--- src/rtl/wdma_pkg.sv ---
package wdma_pkg;
  localparam int WIN_BYTES = 32;
  localparam int OFF_W     = $clog2(WIN_BYTES);
  localparam int SWAP_BIT  = 7;

  typedef logic [OFF_W-1:0] off_t;

  localparam off_t OFF_SRC  = off_t'(8'h00);
  localparam off_t OFF_DST  = off_t'(8'h04);
  localparam off_t OFF_LEN  = off_t'(8'h08);
  localparam off_t OFF_STAT = off_t'(8'h0C);
  localparam off_t OFF_CTRL = off_t'(8'h0D);
  localparam off_t OFF_CFG  = off_t'(8'h0E);
  localparam off_t OFF_CMD  = off_t'(8'h10);
  localparam off_t OFF_RES  = off_t'(8'h14);

  typedef enum logic [2:0] {MV_IDLE, MV_RD, MV_WAIT, MV_WR, MV_DONE} mv_state_e;
  typedef enum logic [1:0] {CQ_IDLE, CQ_REQ, CQ_WAIT} cq_state_e;

  function automatic logic [31:0] swap32(input logic [31:0] w);
    return {w[7:0], w[15:8], w[23:16], w[31:24]};
  endfunction
endpackage

--- src/rtl/wdma_regs.sv ---
module wdma_regs
  import wdma_pkg::*;
#(
  parameter logic [31:0] ID_WORD = 32'h1786_11DB
) (
  input  logic        clk,
  input  logic        rst_n,
  input  logic        bus_we,
  input  logic        bus_word,
  input  off_t        bus_addr,
  input  logic [31:0] bus_wdata,
  output logic [31:0] bus_rdata,
  input  logic        mv_busy,
  input  logic        mv_done,
  output logic        mv_start,
  output logic [31:0] mv_src,
  output logic [31:0] mv_dst,
  output logic        mv_swap,
  input  logic        cmd_busy,
  output logic        cmd_launch,
  output logic [7:0]  cmd_index,
  input  logic        cmd_ret_valid,
  input  logic [31:0] cmd_ret_data,
  output logic        irq
);
  logic [7:0] rb [WIN_BYTES];
  off_t wbase;
  logic wr_word_len, wr_ok, ctrl_clear, force_ones, id_load, cmd_wr;
  logic [31:0] len_word, res_word;

  assign wbase       = {bus_addr[OFF_W-1:2], 2'b00};
  assign wr_word_len = bus_we && bus_word && (wbase == OFF_LEN);
  assign wr_ok       = bus_we && !(wr_word_len && mv_busy);
  assign mv_start    = wr_word_len && !mv_busy;
  assign ctrl_clear  = bus_we && !bus_word && (bus_addr == OFF_CTRL) && bus_wdata[0];
  assign cmd_wr      = bus_we && bus_word && (wbase == OFF_CMD);
  assign id_load     = cmd_wr && bus_wdata[29];
  assign cmd_launch  = cmd_wr && !bus_wdata[29] && bus_wdata[31] && !cmd_busy;
  assign cmd_index   = bus_wdata[7:0];
  assign force_ones  = bus_we && bus_word && (wbase == OFF_RES);
  assign mv_swap     = rb[OFF_CFG][SWAP_BIT];
  assign irq         = rb[OFF_STAT][0];

  always_comb begin
    mv_src = '0; mv_dst = '0; len_word = '0; res_word = '0;
    for (int k = 0; k < 4; k++) begin
      mv_src[31-8*k -: 8]   = rb[OFF_SRC + off_t'(k)];
      mv_dst[31-8*k -: 8]   = rb[OFF_DST + off_t'(k)];
      len_word[31-8*k -: 8] = rb[OFF_LEN + off_t'(k)];
      res_word[31-8*k -: 8] = rb[OFF_RES + off_t'(k)];
    end
  end

  always_comb begin
    bus_rdata = '0;
    if (bus_word) begin
      for (int k = 0; k < 4; k++) bus_rdata[31-8*k -: 8] = rb[wbase + off_t'(k)];
    end else begin
      bus_rdata[7:0] = rb[bus_addr];
    end
  end

  always_ff @(posedge clk) begin
    if (!rst_n) begin
      for (int i = 0; i < WIN_BYTES; i++) rb[off_t'(i)] <= '0;
    end else begin
      if (wr_ok) begin
        if (bus_word) begin
          for (int k = 0; k < 4; k++) rb[wbase + off_t'(k)] <= bus_wdata[31-8*k -: 8];
        end else begin
          rb[bus_addr] <= bus_wdata[7:0];
        end
      end
      if (ctrl_clear) rb[OFF_STAT][0] <= 1'b0;
      if (force_ones)
        for (int k = 0; k < 4; k++) rb[OFF_RES + off_t'(k)] <= 8'hFF;
      if (id_load)
        for (int k = 0; k < 4; k++) rb[OFF_RES + off_t'(k)] <= ID_WORD[31-8*k -: 8];
      if (cmd_ret_valid)
        for (int k = 0; k < 4; k++) rb[OFF_RES + off_t'(k)] <= cmd_ret_data[31-8*k -: 8];
      if (mv_done) begin
        for (int k = 0; k < 4; k++) rb[OFF_LEN + off_t'(k)] <= 8'h00;
        rb[OFF_STAT][0] <= 1'b1;
      end
    end
  end


  done_sets_flag_chk: assert property (@(posedge clk) disable iff (!rst_n)
    mv_done |=> (irq && len_word == 32'h0));


  ctrl_clear_chk: assert property (@(posedge clk) disable iff (!rst_n)
    (ctrl_clear && !mv_done) |=> !irq);


  busy_len_hold_chk: assert property (@(posedge clk) disable iff (!rst_n)
    (wr_word_len && mv_busy && !mv_done) |=> $stable(len_word));


  id_load_chk: assert property (@(posedge clk) disable iff (!rst_n)
    (id_load && !cmd_ret_valid) |=> (res_word == ID_WORD));
endmodule

--- src/rtl/wdma_mover.sv ---
module wdma_mover
  import wdma_pkg::*;
#(
  parameter int AW = 32,
  parameter int LW = 32
) (
  input  logic          clk,
  input  logic          rst_n,
  input  logic          start,
  input  logic [AW-1:0] start_src,
  input  logic [AW-1:0] start_dst,
  input  logic [LW-1:0] start_len,
  input  logic          start_swap,
  output logic          rd_req_valid,
  input  logic          rd_req_ready,
  output logic [AW-1:0] rd_req_addr,
  input  logic          rd_rsp_valid,
  input  logic [31:0]   rd_rsp_data,
  output logic          wr_valid,
  input  logic          wr_ready,
  output logic [AW-1:0] wr_addr,
  output logic [31:0]   wr_data,
  output logic          busy,
  output logic          done
);
  localparam logic [AW-1:0] STEP = AW'(4);
  localparam logic [LW-1:0] ONE  = LW'(1);

  mv_state_e     st;
  logic [AW-1:0] src_q, dst_q;
  logic [LW-1:0] cnt_q;
  logic          swap_q;
  logic [31:0]   data_q;

  always_ff @(posedge clk) begin
    if (!rst_n) begin
      st <= MV_IDLE; src_q <= '0; dst_q <= '0; cnt_q <= '0;
      swap_q <= 1'b0; data_q <= '0;
    end else begin
      unique case (st)
        MV_IDLE: if (start) begin
          src_q  <= start_src;
          dst_q  <= start_dst;
          cnt_q  <= start_len;
          swap_q <= start_swap;
          st     <= (start_len == '0) ? MV_DONE : MV_RD;
        end
        MV_RD: if (rd_req_ready) st <= MV_WAIT;
        MV_WAIT: if (rd_rsp_valid) begin
          data_q <= swap_q ? swap32(rd_rsp_data) : rd_rsp_data;
          st     <= MV_WR;
        end
        MV_WR: if (wr_ready) begin
          src_q <= src_q + STEP;
          dst_q <= dst_q + STEP;
          cnt_q <= cnt_q - ONE;
          st    <= (cnt_q == ONE) ? MV_DONE : MV_RD;
        end
        MV_DONE: st <= MV_IDLE;
        default: st <= MV_IDLE;
      endcase
    end
  end

  assign rd_req_valid = (st == MV_RD);
  assign rd_req_addr  = src_q;
  assign wr_valid     = (st == MV_WR);
  assign wr_addr      = dst_q;
  assign wr_data      = data_q;
  assign busy         = (st != MV_IDLE);
  assign done         = (st == MV_DONE);


  rd_hold_chk: assert property (@(posedge clk) disable iff (!rst_n)
    (rd_req_valid && !rd_req_ready) |=> (rd_req_valid && $stable(rd_req_addr)));


  wr_hold_chk: assert property (@(posedge clk) disable iff (!rst_n)
    (wr_valid && !wr_ready) |=> (wr_valid && $stable(wr_addr) && $stable(wr_data)));


  zero_len_chk: assert property (@(posedge clk) disable iff (!rst_n)
    (start && !busy && start_len == '0) |=> (done && !rd_req_valid));
endmodule

--- src/rtl/wdma_cmd.sv ---
module wdma_cmd
  import wdma_pkg::*;
#(
  parameter logic [31:0] SIDE_BASE = 32'h8400_0000
) (
  input  logic        clk,
  input  logic        rst_n,
  input  logic        launch,
  input  logic [7:0]  index,
  output logic        side_req_valid,
  input  logic        side_req_ready,
  output logic [31:0] side_req_addr,
  input  logic        side_rsp_valid,
  input  logic [31:0] side_rsp_data,
  output logic        busy,
  output logic        ret_valid,
  output logic [31:0] ret_data
);
  cq_state_e   st;
  logic [31:0] addr_q;

  always_ff @(posedge clk) begin
    if (!rst_n) begin
      st <= CQ_IDLE; addr_q <= '0;
    end else begin
      unique case (st)
        CQ_IDLE: if (launch) begin
          addr_q <= SIDE_BASE | {24'h0, index};
          st     <= CQ_REQ;
        end
        CQ_REQ:  if (side_req_ready) st <= CQ_WAIT;
        CQ_WAIT: if (side_rsp_valid) st <= CQ_IDLE;
        default: st <= CQ_IDLE;
      endcase
    end
  end

  assign side_req_valid = (st == CQ_REQ);
  assign side_req_addr  = addr_q;
  assign busy           = (st != CQ_IDLE);
  assign ret_valid      = (st == CQ_WAIT) && side_rsp_valid;
  assign ret_data       = side_rsp_data;


  side_hold_chk: assert property (@(posedge clk) disable iff (!rst_n)
    (side_req_valid && !side_req_ready) |=> (side_req_valid && $stable(side_req_addr)));


  side_launch_chk: assert property (@(posedge clk) disable iff (!rst_n)
    (launch && !busy) |=> (side_req_valid && side_req_addr[31:8] == SIDE_BASE[31:8]));
endmodule

--- src/rtl/wdma_engine.sv ---
module wdma_engine
  import wdma_pkg::*;
#(
  parameter logic [31:0] ID_WORD   = 32'h1786_11DB,
  parameter logic [31:0] SIDE_BASE = 32'h8400_0000
) (
  input  logic        clk,
  input  logic        rst_n,
  input  logic        cfg_we,
  input  logic        cfg_word,
  input  logic [4:0]  cfg_addr,
  input  logic [31:0] cfg_wdata,
  output logic [31:0] cfg_rdata,
  output logic        rd_req_valid,
  input  logic        rd_req_ready,
  output logic [31:0] rd_req_addr,
  input  logic        rd_rsp_valid,
  input  logic [31:0] rd_rsp_data,
  output logic        wr_valid,
  input  logic        wr_ready,
  output logic [31:0] wr_addr,
  output logic [31:0] wr_data,
  output logic        side_req_valid,
  input  logic        side_req_ready,
  output logic [31:0] side_req_addr,
  input  logic        side_rsp_valid,
  input  logic [31:0] side_rsp_data,
  output logic        irq
);
  logic        mv_busy, mv_done, mv_start, mv_swap;
  logic [31:0] mv_src, mv_dst;
  logic        cmd_busy, cmd_launch, cmd_ret_valid;
  logic [7:0]  cmd_index;
  logic [31:0] cmd_ret_data;

  wdma_regs #(.ID_WORD(ID_WORD)) regs_i (
    .clk, .rst_n,
    .bus_we(cfg_we), .bus_word(cfg_word), .bus_addr(cfg_addr),
    .bus_wdata(cfg_wdata), .bus_rdata(cfg_rdata),
    .mv_busy, .mv_done, .mv_start, .mv_src, .mv_dst, .mv_swap,
    .cmd_busy, .cmd_launch, .cmd_index, .cmd_ret_valid, .cmd_ret_data,
    .irq
  );

  wdma_mover #(.AW(32), .LW(32)) mover_i (
    .clk, .rst_n,
    .start(mv_start), .start_src(mv_src), .start_dst(mv_dst),
    .start_len(cfg_wdata), .start_swap(mv_swap),
    .rd_req_valid, .rd_req_ready, .rd_req_addr, .rd_rsp_valid, .rd_rsp_data,
    .wr_valid, .wr_ready, .wr_addr, .wr_data,
    .busy(mv_busy), .done(mv_done)
  );

  wdma_cmd #(.SIDE_BASE(SIDE_BASE)) cmd_i (
    .clk, .rst_n,
    .launch(cmd_launch), .index(cmd_index),
    .side_req_valid, .side_req_ready, .side_req_addr,
    .side_rsp_valid, .side_rsp_data,
    .busy(cmd_busy), .ret_valid(cmd_ret_valid), .ret_data(cmd_ret_data)
  );
endmodule

--- config.mk ---
export PLATFORM = sky130hd
export DESIGN_NAME = wdma_engine
export DESIGN_NICKNAME = d
export VERILOG_FILES = /design/src/rtl/wdma_pkg.sv /design/src/rtl/wdma_regs.sv /design/src/rtl/wdma_mover.sv /design/src/rtl/wdma_cmd.sv /design/src/rtl/wdma_engine.sv
export SDC_FILE = /design/constraint.sdc
export NUM_CORES = 1
export LEC_CHECK = 0
export BUFFER_PORTS_ARGS = -buffer_cell sky130_fd_sc_hd__buf_4
export CELL_PAD_IN_SITES_DETAIL_PLACEMENT = 0
export CELL_PAD_IN_SITES_GLOBAL_PLACEMENT = 1
export CORE_MARGIN = 2
export CORE_UTILIZATION = 41
export DETAILED_ROUTE_END_ITERATION = 10
export PLACE_DENSITY_LB_ADDON = 0.1
export SYNTH_ARGS = -nofsm -noshare
export SYNTH_HDL_FRONTEND = slang
export SYNTH_SLANG_ARGS = --single-unit
--- constraint.sdc ---
create_clock -name clk -period 2.9 [get_ports clk]
set_clock_uncertainty 0.2 [all_clocks]
set_input_delay 0.58 -clock clk [delete_from_list [all_inputs] [get_ports clk]]
set_output_delay 0.58 -clock clk [all_outputs]
set_load 0.02 [all_outputs]
==> metrics.md, run 1 <==
| Metric | Value |
|---|---|
| Main combinational cell family by area after synthesis | `compound AO/OA/AOI/OAI gates` |
| Synth top area cells | `edfxtp_1 29%, dfxtp_1 15%, mux2i_1 4.6%` |
| Sum of negative setup slack | `-3026 ps` |
| Share of cells above drive strength 1 | `0.3405` |
| Fmax achieved | `roughly 0.30 GHz` |
| Number of remaining DRC errors | `0` |
| Syn Area/Cell | `9.439 um2` |
| Post-Synth XOR/XNOR Area | `0.0003795` |
| Post-route cell area | `roughly 32000 um2` |
| Total routed wirelength | `~130000 um` |
| Starting density of the core | `0.4164` |
| CTS Buf Count | `between 40 and 50` |
| Final-report setup violation count | `20` |
| I/O Buffers | `251` |
| Commonest non-fill, non-tap cell in the layout | `buf_4` |
| Initial DRC Count | `3698` |
| Required time of the worst setup path | `between 2000 and 2500 ps` |
| Die area | `58200 um2` |
| Max IR drop VDD | `between 0.5 and 0.6 mV` |
| Max Cap Violations | `0` |
| Post-placement cell area | `~29000 um2` |
| Via density per instance | `approximately 6.6` |
| Sink Count | `around 400` |
| I/O pins | `about 270` |
| Kind of critical path | `reg2out` |
| Register area share after synthesis | `0.4433` |
| Total GRT Usage | `0.4235` |
| Fin cells | `3786` |
| Total power | `between 10 and 15 mW` |
| Post-synth design cell area | `between 20000 and 25000 um2` |
| Synthesized flop and latch total | `around 400` |
| Outcome | `finished, violations left` |
| Final worst slack | `-436.1 ps` |
| Crit-path max FO | `2` |
| CP endpoint kind | `primary output` |
| Net count, final | `roughly 3100` |
| Storage element area | `slightly above 10000 um2` |
| Clock slew seen by the registers of the worst setup and hold paths | `approximately 60 ps` |
| # H-tree levels | `2` |
| Mux contribution to synthesized area | `0.1002` |
| Clock latency on the worst-skew pair | `between 600 and 700 ps` |
| Number of global-route vias before repair | `between 20000 and 25000` |
| Largest net degree at the start of global routing | `approximately 110` |
| P_leak | `~12 nW` |
| Wirelength per Cell | `between 30 and 40 um` |
| Fin. Hold Viols | `0` |
| Min Clock Period, post-route | `~3300 ps` |
| Failing checks | `negative setup slack` |
| Slew @ Worst Pin | `approximately 1000 ps` |
| Synth warn | `0` |
| CP Launch Type | `flip-flop` |
| CTS tree | `yes` |
| Initial antenna violation count | `3` |
| Post-DP HPWL | `a little under 100000 um` |
| Pre-antenna DRT Iters | `7` |
| Distinct cells, synth | `86` |
| Slew Limit Fails | `0` |
| DIE WIDTH | `roughly 240 um` |
| CTS max path bufs | `3` |
| Rel. slew slack | `0.3074` |
| Vias | `roughly 25000` |
| Post-synth top flop | `edfxtp_1` |
| Clk root buf | `clkbuf_16` |
| Global-route wire length before repair | `~170000 um` |
| Largest area contributor in the netlist | `edfxtp_1` |
| WP data arrival | `between 2000 and 3000 ps` |
| Routability Congestion | `1.083` |
| Die Y-Extent | `roughly 240 um` |
| GRT overflow | `0` |
| Fill cells | `between 4000 and 5000` |
| Commonest cells after routing, fill and taps aside | `624 x buf_4, 275 x nand2_1, 224 x edfxtp_1` |
| Multi-input combinational cell area | `12680 um2` |
| Share of the synthesized area in the top cell type | `0.2915` |
| RSZ-0062 raised after global routing | `yes` |
| Synth-to-Final Area Change | `38.90%` |
| Row Count | `86` |
| Compound-Gate Fraction of Synth Area | `0.2193` |
| Core area | `55420 um2` |
| Synth async-reset ratio | `0` |
| Number of flops mapped to enable cells by yosys | `around 220` |
| Cells after Synth | `roughly 2400` |
| Worst hold path class | `in2reg` |
| Placed Cells | `3632` |
| Power Density | `454.1 nW/um2` |
| ANT nets after route | `0` |
| Final critical-path share of the clock period | `1.150` |
| Adder-Cell Fraction of Synth Area | `0.002169` |
| Simple-gate portion of the synthesized area | `0.1840` |
cells in the mapped netlist, drive strengths merged (51+ instances only):
master	instances
nand3	97
o21ai	180
a21oi	109
a211oi	60
mux2i	105
clkbuf	184
nand2	276
dfxtp	175
nor3	51
a22o	59
buf	74
edfxtp	224
a22oi	102
nor2	202
logic make-up (layout without fill, tap and decap cells):
family,count (synthesis),after routing
buffers and inverters,266,834
other,1,26
AOI/OAI and AO/OA,735,735
xor gates and xnor gates,1,1
muxes,174,174
and+or+nand+nor,865,865
DFF,399,399
adders and majority gates,4,4
per-layer routing:
| layer | wire, um | track usage | vias up |
|---|---|---|---|
| li1 | - | - | 10490 |
| met1 | 47570 | 0.5711 | 12230 |
| met2 | 50610 | 0.5882 | 1957 |
| met3 | 18870 | 0.1506 | 381 |
| met4 | 8410 | 0.2348 | 2 |
| met5 | 13 | 0 | - |
worst paths after layout:
path / slack (ps) / from / end / cells after the start
setup / recovery: -440 / regs_i.rb[6][4]$_DFFE_PP_ / cfg_rdata[4] / 7
hold / removal: 70 / side_req_ready / cmd_i.st[1]$_SDFFE_PN0P_ / 3
setup reg to reg: 190 / mover_i.cnt_q[0]$_SDFFE_PN0P_ / mover_i.cnt_q[22]$_SDFFE_PN0P_ / 6
hold reg to reg: 260 / mover_i.wr_addr[0]$_SDFFE_PN0P_ / mover_i.wr_addr[0]$_SDFFE_PN0P_ / 2
through the flow:
stage | setup WS (ps) | util | hold WS (ps)
after floorplan | -55.16 | - | 242.4
after global placement | -503.5 | 0.5232 | 262.0
after detailed placement | -484.4 | 0.5232 | 256.5
after CTS | -396.6 | 0.5705 | 52.40
after global routing | -446.6 | 0.5782 | 63.11
final | -436.1 | 0.5784 | 66.91
worst max-delay path, stage by stage (launching register included):
cell and delay, ps:
edfxtp_1 550, mux4_2 520, a22o_1 230, a21oi_2 100, buf_4 150, and3_4 190, a31oi_4 40, buf_6 160
sequential cells by signal, indices dropped and copies added (netlist names):
register             count
mover_i.wr_data         32
mover_i.cnt_q           32
mover_i.st               3
mover_i.rd_req_addr     32
cmd_i.st                 2
mover_i.swap_q           1
regs_i.rb              256
cmd_i.side_req_addr      9
mover_i.wr_addr         32
power by group:
part,switching (mW),total [mW],internal (mW)
sequential,0.281,6.43,6.15
combinational,1.40,2.43,1.02
clock,2.49,5.70,3.22
total,4.17,14.6,10.4
area by class of cell:
| class | instances | area share |
|---|---|---|
| antenna | 4 | 0.0003123 |
| clock buffer | 61 | 0.03798 |
| clock inverter | 22 | 0.006246 |
| inverter | 8 | 0.001015 |
| multi-input combinational | 1801 | 0.3957 |
| sequential | 399 | 0.3192 |
| tap | 748 | 0.02920 |
| timing repair buffer | 743 | 0.2104 |
what timing repair did:
item	in CTS	in global routing
resized for setup	147	67
endpoints found under the hold margin	0	0
pin swaps	47	38
setup buffers	48	24
gates cloned	6	0
hold buffers	0	0
endpoints found under the setup margin	32	32
No activity file was read; power rests on OpenSTA's default activity.
==> run 2, diff against run 1 <==
--- a/config.mk
+++ b/config.mk
@@ -9,9 +9,10 @@
 export CELL_PAD_IN_SITES_DETAIL_PLACEMENT = 0
 export CELL_PAD_IN_SITES_GLOBAL_PLACEMENT = 1
 export CORE_MARGIN = 2
-export CORE_UTILIZATION = 41
+export CORE_UTILIZATION = 42
 export DETAILED_ROUTE_END_ITERATION = 10
 export PLACE_DENSITY_LB_ADDON = 0.1
 export SYNTH_ARGS = -nofsm -noshare
 export SYNTH_HDL_FRONTEND = slang
+export SYNTH_HIERARCHICAL = 1
 export SYNTH_SLANG_ARGS = --single-unit
==> metrics.md, run 2 <==
| Metric | Value |
|---|---|
| Sum of negative setup slack | `-5339 ps (-2313 ps)` |
| Number of remaining DRC errors | `0 (unchanged)` |
| I/O Buffers | `251 (unchanged)` |
| Row Count | `86 (unchanged)` |
| Initial antenna violation count | `5 (+2)` |
| Wire length on met2 | `55200 um (+9.1%)` |
| Post-DP HPWL | `97540 um (+1.3%)` |
| # H-tree levels | `2 (unchanged)` |
| Final core utilization | `0.5870 (+0.008579)` |
| Vias | `25380 (+1.3%)` |
| DIE WIDTH | `240.7 um (-0.21%)` |
| Fin. Hold Viols | `0 (unchanged)` |
| Reg-to-Reg End | `regs_i/rb[17][6]$_DFFE_PP_` |
| Share of the synthesized area in the top cell type | `0.2858 (-0.005717)` |
| Commonest non-fill, non-tap cell in the layout | `buf_4` |
| CP Launch Type | `flip-flop` |
| Crit path depth | `6 (-1)` |
| Commonest cells after routing, fill and taps aside | `635 x buf_4, 319 x nand2_1, 224 x edfxtp_1` |
| Kind of critical path | `reg2out` |
| Placed Cells | `3665 (+0.91%)` |
| Net count, final | `3153 (+1.3%)` |
| Setup slack, reg-to-reg | `0 ps (-190 ps)` |
| Outcome | `finished, violations left` |
| Dpl ws | `-788.5 ps (-304.1 ps)` |
| Wirelength per Cell | `32.83 um (-0.92%)` |
| Total power | `15.78 mW (+8.4%)` |
| Post-synth design cell area | `23540 um2 (+2.0%)` |
| Syn Area/Cell | `9.465 um2 (+0.28%)` |
| CTS max path bufs | `3 (unchanged)` |
| Fill cells | `4871 (+0.97%)` |
| Synth top area cells | `edfxtp_1 29%, dfxtp_1 15%, nand2_1 5.1%` |
| Final-report setup violation count | `29 (+45%)` |
| Rel. slew slack | `0.05795 (-0.2495)` |
| WHS | `62.10 ps (-4.816 ps)` |
| Max Cap Violations | `0 (unchanged)` |
| Largest delay share family, worst path | `flip-flops` |
| Starting density of the core | `0.4264 (+0.009987)` |
| Worst r2r src | `cmd_i/st[1]$_SDFFE_PN0P_` |
| Synth-to-Final Area Change | `37.65%` |
| Distinct cells, synth | `88 (+2.3%)` |
| Total GRT Usage | `0.4245 (+0.001025)` |
| Routability Congestion | `1.145 (+5.7%)` |
| Slowest cell on crit path | `edfxtp_1` |
| CP endpoint kind | `primary output` |
| Die area | `57950 um2 (-0.42%)` |
| Sink Count | `399 (unchanged)` |
| Max incr delay on CP | `530 ps (-20 ps)` |
| ANT nets after route | `0 (unchanged)` |
| Met1 Wirelength | `46920 um (-1.4%)` |
| Global-route wire length before repair | `173300 um (+0.36%)` |
| Share of cells above drive strength 1 | `0.3527 (+0.01226)` |
| Crit-path max FO | `3 (+1)` |
| Number of flops mapped to enable cells by yosys | `224 (unchanged)` |
| GRT overflow | `0 (unchanged)` |
| Slew Limit Fails | `0 (unchanged)` |
| Total routed wirelength | `125600 um (+0.12%)` |
| Power Density | `486.9 nW/um2 (+7.2%)` |
| Reg2Reg Depth | `7 (+1)` |
| Final critical-path share of the clock period | `1.195 (+0.04422)` |
| Clock slew seen by the registers of the worst setup and hold paths | `60 ps (about the same)` |
| Largest register FFs | `256 (unchanged)` |
| Slew @ Worst Pin | `1400 ps (+361.3 ps)` |
| RSZ-0062 raised after global routing | `yes` |
| Post-placement cell area | `29110 um2 (+0.40%)` |
| Final worst slack | `-564.3 ps (-128.2 ps)` |
| Post-synth top cells | `321 x nand2_1, 224 x edfxtp_1, 194 x nor2_1, 175 x dfxtp_1, 173 x o21ai_0` |
| Die Y-Extent | `240.7 um (-0.21%)` |
| Fin cells | `3826 (+1.1%)` |
| Worst hold path class | `in2reg` |
| Post-synth top flop | `edfxtp_1` |
| Most flop-heavy register | `regs_i/rb` |
| Post-route cell area | `32400 um2 (+1.1%)` |
| Via density per instance | `6.634 (+0.19%)` |
| Fmax achieved | `0.2887 GHz (-3.7%)` |
| Synth async-reset ratio | `0 (unchanged)` |
| Cells after Synth | `2487 (+1.7%)` |
| CTS tree | `yes` |
| CP cell instances | `mux4_2, a22o_4, nor4_4, buf_4, a31oi_4, buf_6` |
| Synth warn | `6 (+6)` |
| I/O pins | `274 (unchanged)` |
| Register area share after synthesis | `0.4346 (-0.008695)` |
| P_leak | `12.23 nW (-0.44%)` |
| Largest net degree at the start of global routing | `69 (-37%)` |
| WP data arrival | `2680 ps (+120 ps)` |
| WP buf/inv | `2 (unchanged)` |
| Failing checks | `negative setup slack` |
| Largest area contributor in the netlist | `edfxtp_1` |
| Clock latency on the worst-skew pair | `620 ps (about the same)` |
| Critical Path Source | `regs_i/rb[7][7]$_DFFE_PP_` |
| Min Clock Period, post-route | `3464 ps (+128.2 ps)` |
| Required time of the worst setup path | `2120 ps (about the same)` |
| Number of global-route vias before repair | `23540 (+1.4%)` |
| Pre-antenna DRT Iters | `6 (-1)` |
| Top layer in use | `met5` |
| CTS Buf Count | `46 (unchanged)` |
| Clk root buf | `clkbuf_16` |
| Max IR drop VDD | `0.4597 mV (-11%)` |
| Core area | `55200 um2 (-0.39%)` |
| Initial DRC Count | `3521 (-4.8%)` |
| Synthesized flop and latch total | `399 (unchanged)` |
| Most numerous cell in the Yosys netlist | `nand2_1` |
| Crit path to | `cfg_rdata[7]` |
| Met3 Routed Length | `14090 um (-25%)` |
==> run 2: cell count changes after synthesis, sizes merged, moves of 9 or more <==
cell	before	now
buf	74	131
nand2	276	321
clkbuf	184	140
a211oi	60	38
o21bai	0	16
and2	26	11
and3	39	24
a31oi	27	40
o22ai	17	29
o31ai	16	5
nor4	31	40
==> run 2: logic make-up after synthesis <==
family / Yosys count / share of synthesized area
compound gates: 762 / 0.2250
fa+ha+maj: 4 / 0.002126
buf+inv: 287 / 0.06102
flops: 399 / 0.4346
mux: 179 / 0.1042
other cells: 1 / 0.0001593
simple gates: 855 / 0.1729
==> run 2: worst min-delay path by stage <==
stage | start | to | depth (start not counted)
after floorplan | regs_i/rb[8][7]$_SDFFE_PP0P_ | regs_i/rb[8][7]$_SDFFE_PP0P_ | 1
after global placement | cmd_i/side_req_addr[5]$_SDFFE_PN0P_ | cmd_i/side_req_addr[5]$_SDFFE_PN0P_ | 2
after detailed placement | cmd_i/side_req_addr[0]$_SDFFE_PN0P_ | cmd_i/side_req_addr[0]$_SDFFE_PN0P_ | 2
after CTS | side_rsp_valid | cmd_i/st[1]$_SDFFE_PN0P_ | 3
after global routing | side_rsp_data[24] | regs_i/rb[20][0]$_DFFE_PP_ | 2
final | side_rsp_valid | cmd_i/st[1]$_SDFFE_PN0P_ | 3
==> run 2: what timing repair did <==
| action | CTS | global route |
|---|---|---|
| hold endpoints to repair | 1 | 0 |
| cloned | 3 | 1 |
| pin swaps | 68 | 48 |
| gates resized for setup | 175 | 51 |
| setup endpoints to repair | 57 | 151 |
| buffers inserted | 55 | 26 |
| hold buffers | 1 | 0 |
==> run 2: cell type report <==
cell class	count	area, um2	area share
Timing Repair Buffer	754	6674	0.2060
Clock buffer	52	1184	0.03653
Antenna cell	2	5.005	0.0001545
Tap cell	748	935.9	0.02888
Clock inverter	33	432.9	0.01336
Sequential cell	399	10230	0.3158
Multi-Input combinational cell	1822	12880	0.3974
Inverter	16	62.56	0.001931
==> run 2: worst min-delay path: cells and delay by family <==
| family | cells | cell delay (ps) |
|---|---|---|
| AND/OR/NAND/NOR | 1 | 110 |
| buffers and inverters | 1 | 80 |
| AO/OA/AOI/OAI | 1 | 40 |
==> run 2: metal layers <==
layer  track usage  vias to the layer above
met1        0.5472                    12420
met2        0.6550                     1910
met5             0                        -
met4        0.2579                        2
li1              -                    10640
met3       0.09116                      405
==> run 2: power by group <==
part           switching [mW]  leakage, nW  internal [mW]  total [mW]
Sequential              0.406         3.57           6.23        6.64
Combinational            1.61         7.87           1.18        2.79
Clock                    2.59        0.788           3.77        6.35
Total                    4.60         12.2           11.2        15.8
